**src/rtl/addr_latch_pkg.sv**
```systemverilog
package addr_latch_pkg;
  typedef enum logic [1:0] {
    MODE_WRITE = 2'd0,
    MODE_HOLD  = 2'd1,
    MODE_DEMUX = 2'd2,
    MODE_CLEAR = 2'd3
  } latch_mode_e;
endpackage

```
**src/rtl/addr_latch_mode.sv**
```systemverilog
module addr_latch_mode
  import addr_latch_pkg::*;
(
  input  logic        enable_n_i,
  input  logic        wipe_n_i,
  output latch_mode_e mode_o
);
  always_comb begin
    unique case ({wipe_n_i, enable_n_i})
      2'b10:   mode_o = MODE_WRITE;
      2'b11:   mode_o = MODE_HOLD;
      2'b00:   mode_o = MODE_DEMUX;
      default: mode_o = MODE_CLEAR;
    endcase
  end
endmodule

```
**src/rtl/addr_latch_sel.sv**
```systemverilog
module addr_latch_sel #(
  parameter int WIDTH = 8,
  parameter int SEL_W = $clog2(WIDTH)
) (
  input  logic [SEL_W-1:0] sel_i,
  output logic [WIDTH-1:0] hit_o
);
  for (genvar k = 0; k < WIDTH; k++) begin : g_hit
    assign hit_o[k] = (sel_i == SEL_W'(k));
  end
endmodule

```
**src/rtl/addr_latch_cell.sv**
```systemverilog
module addr_latch_cell
  import addr_latch_pkg::*;
(
  input  logic        clk,
  input  logic        rst,
  input  latch_mode_e mode_i,
  input  logic        hit_i,
  input  logic        data_i,
  output logic        bit_o
);
  logic nxt;

  always_comb begin
    unique case (mode_i)
      MODE_WRITE: nxt = hit_i ? data_i : bit_o;
      MODE_HOLD:  nxt = bit_o;
      MODE_DEMUX: nxt = hit_i & data_i;
      default:    nxt = 1'b0;
    endcase
  end

  always_ff @(posedge clk) begin
    if (rst) bit_o <= 1'b0;
    else     bit_o <= nxt;
  end
endmodule

```
**src/rtl/addr_latch_top.sv**
```systemverilog
module addr_latch_top
  import addr_latch_pkg::*;
#(
  parameter int WIDTH = 8,
  parameter int SEL_W = $clog2(WIDTH)
) (
  input  logic             clk,
  input  logic             rst,
  input  logic [SEL_W-1:0] sel_i,
  input  logic             data_i,
  input  logic             enable_n_i,
  input  logic             wipe_n_i,
  output logic [WIDTH-1:0] q_o
);
  latch_mode_e      mode;
  logic [WIDTH-1:0] hit;

  addr_latch_mode u_mode (
    .enable_n_i (enable_n_i),
    .wipe_n_i   (wipe_n_i),
    .mode_o     (mode)
  );

  addr_latch_sel #(.WIDTH(WIDTH), .SEL_W(SEL_W)) u_sel (
    .sel_i (sel_i),
    .hit_o (hit)
  );

  for (genvar k = 0; k < WIDTH; k++) begin : g_cell
    addr_latch_cell u_cell (
      .clk    (clk),
      .rst    (rst),
      .mode_i (mode),
      .hit_i  (hit[k]),
      .data_i (data_i),
      .bit_o  (q_o[k])
    );
  end
endmodule

```
**config.mk**
```make
export PLATFORM = sky130hd
export DESIGN_NAME = addr_latch_top
export DESIGN_NICKNAME = d
export VERILOG_FILES = /design/src/rtl/addr_latch_pkg.sv /design/src/rtl/addr_latch_mode.sv /design/src/rtl/addr_latch_sel.sv /design/src/rtl/addr_latch_cell.sv /design/src/rtl/addr_latch_top.sv
export SDC_FILE = /design/constraint.sdc
export NUM_CORES = 1
export LEC_CHECK = 0
export CAP_MARGIN = 5
export CORE_AREA = 2 2 39 41
export CTS_CLUSTER_SIZE = 16
export DETAILED_ROUTE_END_ITERATION = 12
export DIE_AREA = 0 0 41 43
export GPL_ROUTABILITY_DRIVEN = 0
export PLACE_DENSITY = 0.61
export SYNTH_ARGS = -nofsm -noshare
export SYNTH_HDL_FRONTEND = slang
export SYNTH_SLANG_ARGS = --single-unit
export TNS_END_PERCENT = 1
```
**constraint.sdc**
```tcl
create_clock -name clk -period 1 [get_ports clk]
set_input_delay 0.1 -clock clk [delete_from_list [all_inputs] [get_ports clk]]
set_output_delay 0.1 -clock clk [all_outputs]
set_load 0.005 [all_outputs]
```
## After elaboration in Yosys (flattened, before gate mapping)

Cells that the tools add are included.

- Register bits after elaboration: 8
- Input port bits: 8
- Output and inout bits: 8

- Eq/ne operators: 19
- Multiplexer cells: 17
- Bitwise gates (word level): 9
- Reduce and logical (&&, ||, !) cells: 11

Operator list:

| operator | number |
|---|---|
| one-hot mux 1 bit (3 select lines) | 8 |
| != test 2 x 1 -> 1 bit (second input constant) | 8 |
| AND reduction 2 bit | 8 |
| == test 3 bit (second input constant) | 4 |
| AND 1 bit | 8 |
| two-way mux 1 bit | 8 |
| == test 2 bit (second input constant) | 3 |
| == test 3 x 2 -> 1 bit (second input constant) | 2 |
| one-hot mux 2 bit (3 select lines) | 1 |
| zero test 2 bit | 2 |
| == test 3 x 1 -> 1 bit (second input constant) | 1 |
| zero test 3 bit | 1 |
| == test 2 x 1 -> 1 bit (second input constant) | 1 |
| inverter 1 bit | 1 |

## Depth between registers and ports, before layout

Gate-level depths: netlist of run 1.

- Word-level depth: 5
- Gate-level depth with buffers: 3
- Mapped depth without buffers: 2

## Cells and area by module

A second synthesis of run 1 with hierarchy kept.

- Cell total of the unflattened synthesis: 50
- Area total of the unflattened synthesis: 503.0 sq um

Modules (own cells, without submodules):

| module | times used | cells an instance | area each (sq um) | seq. area each (sq um) |
|---|---|---|---|---|
| addr_latch_cell | 8 | 5 | 53.8 | 20.0 |
| addr_latch_sel | 1 | 8 | 65.1 | 0.0 |
| addr_latch_mode | 1 | 2 | 7.5 | 0.0 |

## Worst setup path after synthesis of run 1

OpenSTA, ideal clock, no wires.

- Path kind: input port to flip-flop
- Start: in sel_i[1]
- End: reg g_cell[1].u_cell.bit_o
- Data arrival time: 634 ps
- Required time: 928 ps
- Path slack: 294 ps
- Stages on the path: 2
- Path through: nor4b_1 > mux2i_1

- Longest elaborated chain between the ends: 3
- Elaborated cells between the ends (all ways): 5
- Classes of those cells: eq/ne (2); mux (1); bitwise (1); reduce/logical (1)

Ends and longest elaborated chain:

| item | RTL line | RTL |
|---|---|---|
| start, declared | addr_latch_top.sv:9 | `input logic [SEL_W-1:0] sel_i,` |
| == test 3 x 1 -> 1 bit * | addr_latch_sel.sv:9 | `assign hit_o[k] = (sel_i == SEL_W'(k));` |
| AND 1 bit / != test 2 x 1 -> 1 bit (equally long branches) | -- |  |
| one-hot mux 1 bit (3 select lines) / AND reduction 2 bit (equally long branches) | -- |  |
| end signal, assigned | addr_latch_cell.sv:24 | `else bit_o <= nxt;` |
| end, declared | addr_latch_cell.sv:9 | `output logic bit_o` |

Every way passes the cells marked *; elsewhere a longest branch is shown, timed or not.
A chain may end at the register's enable or synchronous reset.

## Final worst setup path of run 1

- Start: reg g_cell[4].u_cell.bit_o
- End: out q_o[4]

RTL lines:

| item | RTL line | RTL |
|---|---|---|
| start, declared | addr_latch_cell.sv:9 |  |
| start signal, assigned | addr_latch_cell.sv:24 |  |
| end, declared | addr_latch_top.sv:13 | `output logic [WIDTH-1:0] q_o` |

No word-level cell between the ends.

==> results.md, run 1 <==
* Unrepaired setup endpoints after global routing: no
* CTS Hold Bufs at 0
* Final Max Slew Viols at 0
* Tmin final at ~0.91 ns
* Layout cells sized above 1 at 25.0%
* Largest net degree at the start of global routing at 9
* Slew HR at 78.8%
* Most frequent cells in the layout: 10 x dlygate4sd2_1, 8 x nand3b_1, 8 x mux2i_1, 8 x dfxtp_1, 5 x buf_4
* Cts bufs inserted at 3
* Yosys warning count at 0
* # diodes at 0
* Final non-filler cell area at 633 um^2
* Fmax at 1090 MHz
* Die outline height at 43 um
* CP Buf/Inv Count at 1
* Core footprint at 1380 um^2
* Tcrit/Tclk final at approximately nine tenths
* Sink Count at 8
* Clk slew on worst S/H paths at 0.05 ns
* CTS tree: built
* Via count at 343
* WS Path Type: reg2out
* Vias in the first global route at 330
* Worst-Skew Late Latency at 0.24 ns
* Area of the die at about 1800 um^2
* Post-route ant nets at 0
* Regs by FF count: g_cell.u_cell.bit_o (8)
* Mapped cell area at between 400 and 500 um^2
* RR Endpoint: g_cell[4].u_cell.bit_o
* Cells after synthesis at 43
* Clock Path Buffers at 2
* Clock Skew at 0 ns
* CP Capture Type: primary output
* Global Route Usage Sum at between 10 and 15%
* Width of the die at 41 um
* Sequential fraction of the synthesis area at a little over a third
* DRT Wirelength at 850 um
* Crit path DAT at 0.81 ns
* Hold EP: g_cell[7].u_cell.bit_o
* Crit-path max cell delay at between 0.3 and 0.4 ns
* Vias/cell at 4.76
* Total global routing overflow at 0
* FF-to-FF Start: g_cell[4].u_cell.bit_o
* Cell variety after synth at 12
* Post-DP HPWL at 625 um
* Commonest non-fill, non-tap cell in the layout: dlygate4sd2_1
* Max FFs per register at 8
* CTS root buf: clkbuf_4
* Top Family by Delay on Critical Path: flip-flops
* Num ports at 16
* Multi-input gate area at 250 um^2
* Critical path depth at 1
* Max rail drop VDD at 0.000469 V
* Tot Pwr at approximately 0.66 mW
* Port bufs at 15
* Wire per inst at 11.8 um
* Power Dens Cells at around 1000 nW/um^2
* Yosys reg bits at 8
* Drt drc at 0
* Hold Slack at 0.331 ns
* Hold Crit Start: sel_i[2]
* Syn avg cell area at around 11 um^2
* P&R area growth vs syn at 39.4%
* CP cell instances: dlygate4sd2_1
* Hold WC Path Type: in2reg
* Net Count, Synth at 51
* Initial antenna violation count at 0
* Tightest Pin Transition at 0.318 ns
* Register area at 160 um^2
* Post-CTS Setup Inserts at 0
* CP Data Required Time at 0.90 ns
* H-tree depth at 1
* Layout net count at 66
* Outcome: finished, final reports clean
* P_leak at 0.278 nW
* Final core occ at 45.8%
* 1st-iter DRT viols at 5
* # rows at 14
* Final setup vio count at 0
* Filler cells at 143
* Initial Util at ~33%
* R2r worst-path depth at 2
* Top reg by flops: g_cell.u_cell.bit_o
* Worst path slowest cell: dfxtp_1
* Worst-path fanout max at 2
* Area after DPL at 593 um^2
* Hold depth at 3
* Final setup TNS at 0 ns
* First-pass GRT wire length at 1350 um
* Worst setup SP type: register
* Final number of hold-violating endpoints at 0
* Maximum capacitance violations at 0
* R2R setup slack at 0.40 ns
* TritonRoute pass-1 iters at 2
[through the flow]
step | cells | setup slack, ns
2_1_floorplan | 43 | 0.294
3_3_place_gp | 69 | -0.332
3_5_place_dp | 69 | -0.340
4_1_cts | 72 | -0.0770
5_1_grt | 72 | 0.0365
6_report | 72 | 0.0858
[repair_timing]
item | in CTS | in global routing
gates resized for setup | 11 | 5
hold endpoints to repair | 0 | 0
setup endpoints to repair | 15 | 7
[where the power goes]
group          total (mW)  switching (mW)  internal (mW)
Combinational       0.103          0.0432         0.0596
Clock               0.236          0.0992          0.137
Sequential          0.326         0.00199          0.324
Total               0.664           0.144          0.520
[synth_stat cells]
cell,instances,area (um^2)
clkbuf_2,1,5.00
buf_1,1,3.75
mux2i_1,8,80.1
buf_4,8,60.1
nand3b_1,8,60.1
nand4b_1,1,8.76
and4bb_2,2,25.0
nand2b_1,1,6.26
dfxtp_1,8,160
nor4b_1,3,26.3
nor4_1,1,6.26
and4bb_1,1,12.5
[kinds of logic (layout without fill, tap and decap cells)]
kind of cell / Yosys count / in the layout / share of synthesized area (%)
DFF: 8 / 8 / 35.3
and+or+nand+nor: 17 / 17 / 32.0
buffers and inverters: 10 / 23 / 15.2
muxes: 8 / 8 / 17.6
[worst max path at each step]
| stage | from | endpoint | slack [ns] |
|---|---|---|---|
| floorplan | sel_i[1] | g_cell[1].u_cell.bit_o | 0.29 |
| global placement | sel_i[2] | g_cell[2].u_cell.bit_o | -0.33 |
| detailed placement | sel_i[2] | g_cell[4].u_cell.bit_o | -0.34 |
| CTS | sel_i[2] | g_cell[1].u_cell.bit_o | -0.08 |
| global route | g_cell[7].u_cell.bit_o | q_o[7] | 0.04 |
| finish | g_cell[4].u_cell.bit_o | q_o[4] | 0.09 |
[cell type report]
type / count / area share [%]
multi-input combinational: 25 / 39.5
clock buffer: 3 / 3.56
sequential: 8 / 25.3
timing repair buffer: 20 / 28.5
tap: 16 / 3.16
[routing by layer]
layer	global-route usage, %	wire length (um)
met1	15.7	435
met2	14.7	374
met3	3.14	40
met4	8.00	0
met5	0	0
Power figures use the tool's default switching activity.
==> inputs of run 2 (changes only) <==
--- a/config.mk
+++ b/config.mk
@@ -11,7 +11,8 @@
 export DETAILED_ROUTE_END_ITERATION = 12
 export DIE_AREA = 0 0 41 43
 export GPL_ROUTABILITY_DRIVEN = 0
-export PLACE_DENSITY = 0.61
+export PLACE_DENSITY = 0.64
+export RECOVER_POWER = 50
 export SYNTH_ARGS = -nofsm -noshare
 export SYNTH_HDL_FRONTEND = slang
 export SYNTH_SLANG_ARGS = --single-unit
==> constraint.sdc (replaced) <==
create_clock -name clk -period 0.83 [get_ports clk]
set_input_delay 0.083 -clock clk [delete_from_list [all_inputs] [get_ports clk]]
set_output_delay 0.083 -clock clk [all_outputs]
set_load 0.005 [all_outputs]
==> run 2 against run 1 <==
Compared with the run above: global-route usage up 1.8 points; setup slack lost 0.11 ns; the flow now finishes with violations (setup timing); largest cell class unchanged; register-to-register slack got worse by 0.26 ns.
==> results.md, run 2 (synthesis gave the netlist of run 1 again) <==
* Final non-filler cell area at ~600 um^2
* Top reg by flops: g_cell.u_cell.bit_o
* H-tree depth at 1
* Post-CTS Setup Inserts at 0
* Most frequent cells in the layout: 8 x nand3b_1, 8 x mux2i_1, 6 x buf_4, 5 x dfxtp_1, 4 x buf_2
* Post-route ant nets at 0
* CP cell instances: clkdlybuf4s15_1
* # diodes at 0
* Maximum capacitance violations at 0
* Slew HR at 78.6%
* Num ports at 16
* First-pass GRT wire length at 1460 um
* Placed cells at 70
* Tmin final at 0.852 ns
* Via count at 364
* Hold Crit Start: wipe_n_i
* Regs by FF count: g_cell.u_cell.bit_o (8)
* Layout net count at 67
* Fmax at approximately 1200 MHz
* Vias in the first global route at roughly 350
* Setup ws final at -0.0217 ns
* CTS root buf: clkbuf_4
* Sink Count at 8
* R2r worst-path depth at 3
* Top Family by Delay on Critical Path: flip-flops
* Hold EP: g_cell[5].u_cell.bit_o
* CP Data Required Time at 0.75 ns
* Area of the die at 1760 um^2
* WS Path Type: reg2out
* Largest net degree at the start of global routing at 9
* Final setup TNS at -0.0217 ns
* RR Endpoint: g_cell[7].u_cell.bit_o
* # rows at 14
* DRT Wirelength at 942 um
* Wire per inst at around 13 um
* Tcrit/Tclk final at 103%
* Layout cells sized above 1 at 43.9%
* FF-to-FF Start: g_cell[7].u_cell.bit_o
* Post-Place Setup Slack at -0.477 ns
* Crit-path max cell delay at approximately 0.32 ns
* Filler cells at 137
* P_leak at around 0.25 nW
* Final setup vio count at 1
* Die outline height at 43 um
* Worst-path fanout max at 2
* Worst path slowest cell: dfxtp_2
* Non-filler cells, final at 73
* Final number of hold-violating endpoints at 0
* 1st-iter DRT viols at 5
* Max FFs per register at 8
* P&R area growth vs syn at 35.5%
* Final Max Slew Viols at 0
* Clock Path Buffers at 2
* CTS tree: built
* Failing checks: setup timing
* Initial Util at 32.8%
* CP Capture Type: primary output
* Global Route Usage Sum at a little over an eighth
* Total global routing overflow at 0
* Post-DP HPWL at 602 um
* Port bufs at 15
* Tightest Pin Transition at about 0.32 ns
* R2R setup slack at 0.14 ns
* Worst setup SP type: register
* Drt drc at 0
* Max rail drop VDD at 0.000472 V
* Width of the die at 41 um
* Power Dens Cells at approximately 1300 nW/um^2
* Initial antenna violation count at 0
* Worst-Skew Late Latency at 0.25 ns
* Core footprint at 1380 um^2
* Crit path DAT at 0.77 ns
* CTS Hold Bufs at 0
* Vias/cell at 4.99
* CP Buf/Inv Count at 1
* Clk slew on worst S/H paths at 0.06 ns
* Unrepaired setup endpoints after global routing: yes
* Outcome: finished with violations
* Hold WC Path Type: in2reg
* Hold depth at 3
* Cts bufs inserted at 3
* Area after DPL at 601 um^2
* Clock Skew at 0 ns
* TritonRoute pass-1 iters at 4
* Tot Pwr at 0.813 mW
-- run 2: changes by cell type in the layout (fill, tap and decap cells not counted), sizes merged --
cell / previous run / this run
dlygate4sd2: 10 / 3
buf: 5 / 10
clkbuf: 3 / 6
clkdlybuf4s15: 0 / 2
clkdlybuf4s50: 3 / 2
dlymetal6s2s: 2 / 1
-- run 2: worst max path at each step --
stage | startpoint | endpoint | slack [ns] | cells after the start
6_report | g_cell[6].u_cell.bit_o | q_o[6] | -0.02 | 1
5_1_grt | g_cell[6].u_cell.bit_o | q_o[6] | -0.06 | 1
4_1_cts | g_cell[4].u_cell.bit_o | q_o[4] | -0.08 | 1
3_5_place_dp | sel_i[1] | g_cell[0].u_cell.bit_o | -0.48 | 3
3_3_place_gp | sel_i[1] | g_cell[4].u_cell.bit_o | -0.49 | 3
2_1_floorplan | sel_i[1] | g_cell[1].u_cell.bit_o | 0.14 | 2
-- run 2: layout make-up --
| class | count | area, um^2 | area share [%] |
|---|---|---|---|
| multi-input combinational | 25 | 250 | 40.7 |
| tap | 16 | 20.0 | 3.25 |
| sequential | 8 | 164 | 26.6 |
| timing repair buffer | 21 | 159 | 25.8 |
| clock buffer | 3 | 22.5 | 3.66 |
-- run 2: metrics by stage --
stage          utilization, %  hold WS (ns)
6_report                 44.5         0.257
5_1_grt                  44.5         0.272
4_1_cts                  45.1         0.387
3_5_place_dp             43.4         0.475
3_3_place_gp             43.4         0.477
2_1_floorplan               -         0.268
-- run 2: layer usage --
| layer | GRT usage [%] | vias up | wire length (um) |
|---|---|---|---|
| li1 | - | 183 | - |
| met1 | 14.2 | 165 | 398 |
| met2 | 17.8 | 14 | 459 |
| met3 | 4.71 | 2 | 65 |
| met4 | 14.0 | 0 | 19 |
| met5 | 0 | - | 0 |
-- run 2: power breakdown --
part / switching (mW) / internal [mW] / leakage [nW]
registers: 0.00253 / 0.390 / 0.0661
logic: 0.0521 / 0.0646 / 0.174
clock network: 0.138 / 0.166 / 0.0138
total: 0.193 / 0.621 / 0.254
-- run 2: what timing repair did --
item | 4_1_cts | 5_1_grt
resized for setup | 33 | 11
pin swaps | 1 | 2
endpoints found under the setup margin | 16 | 9
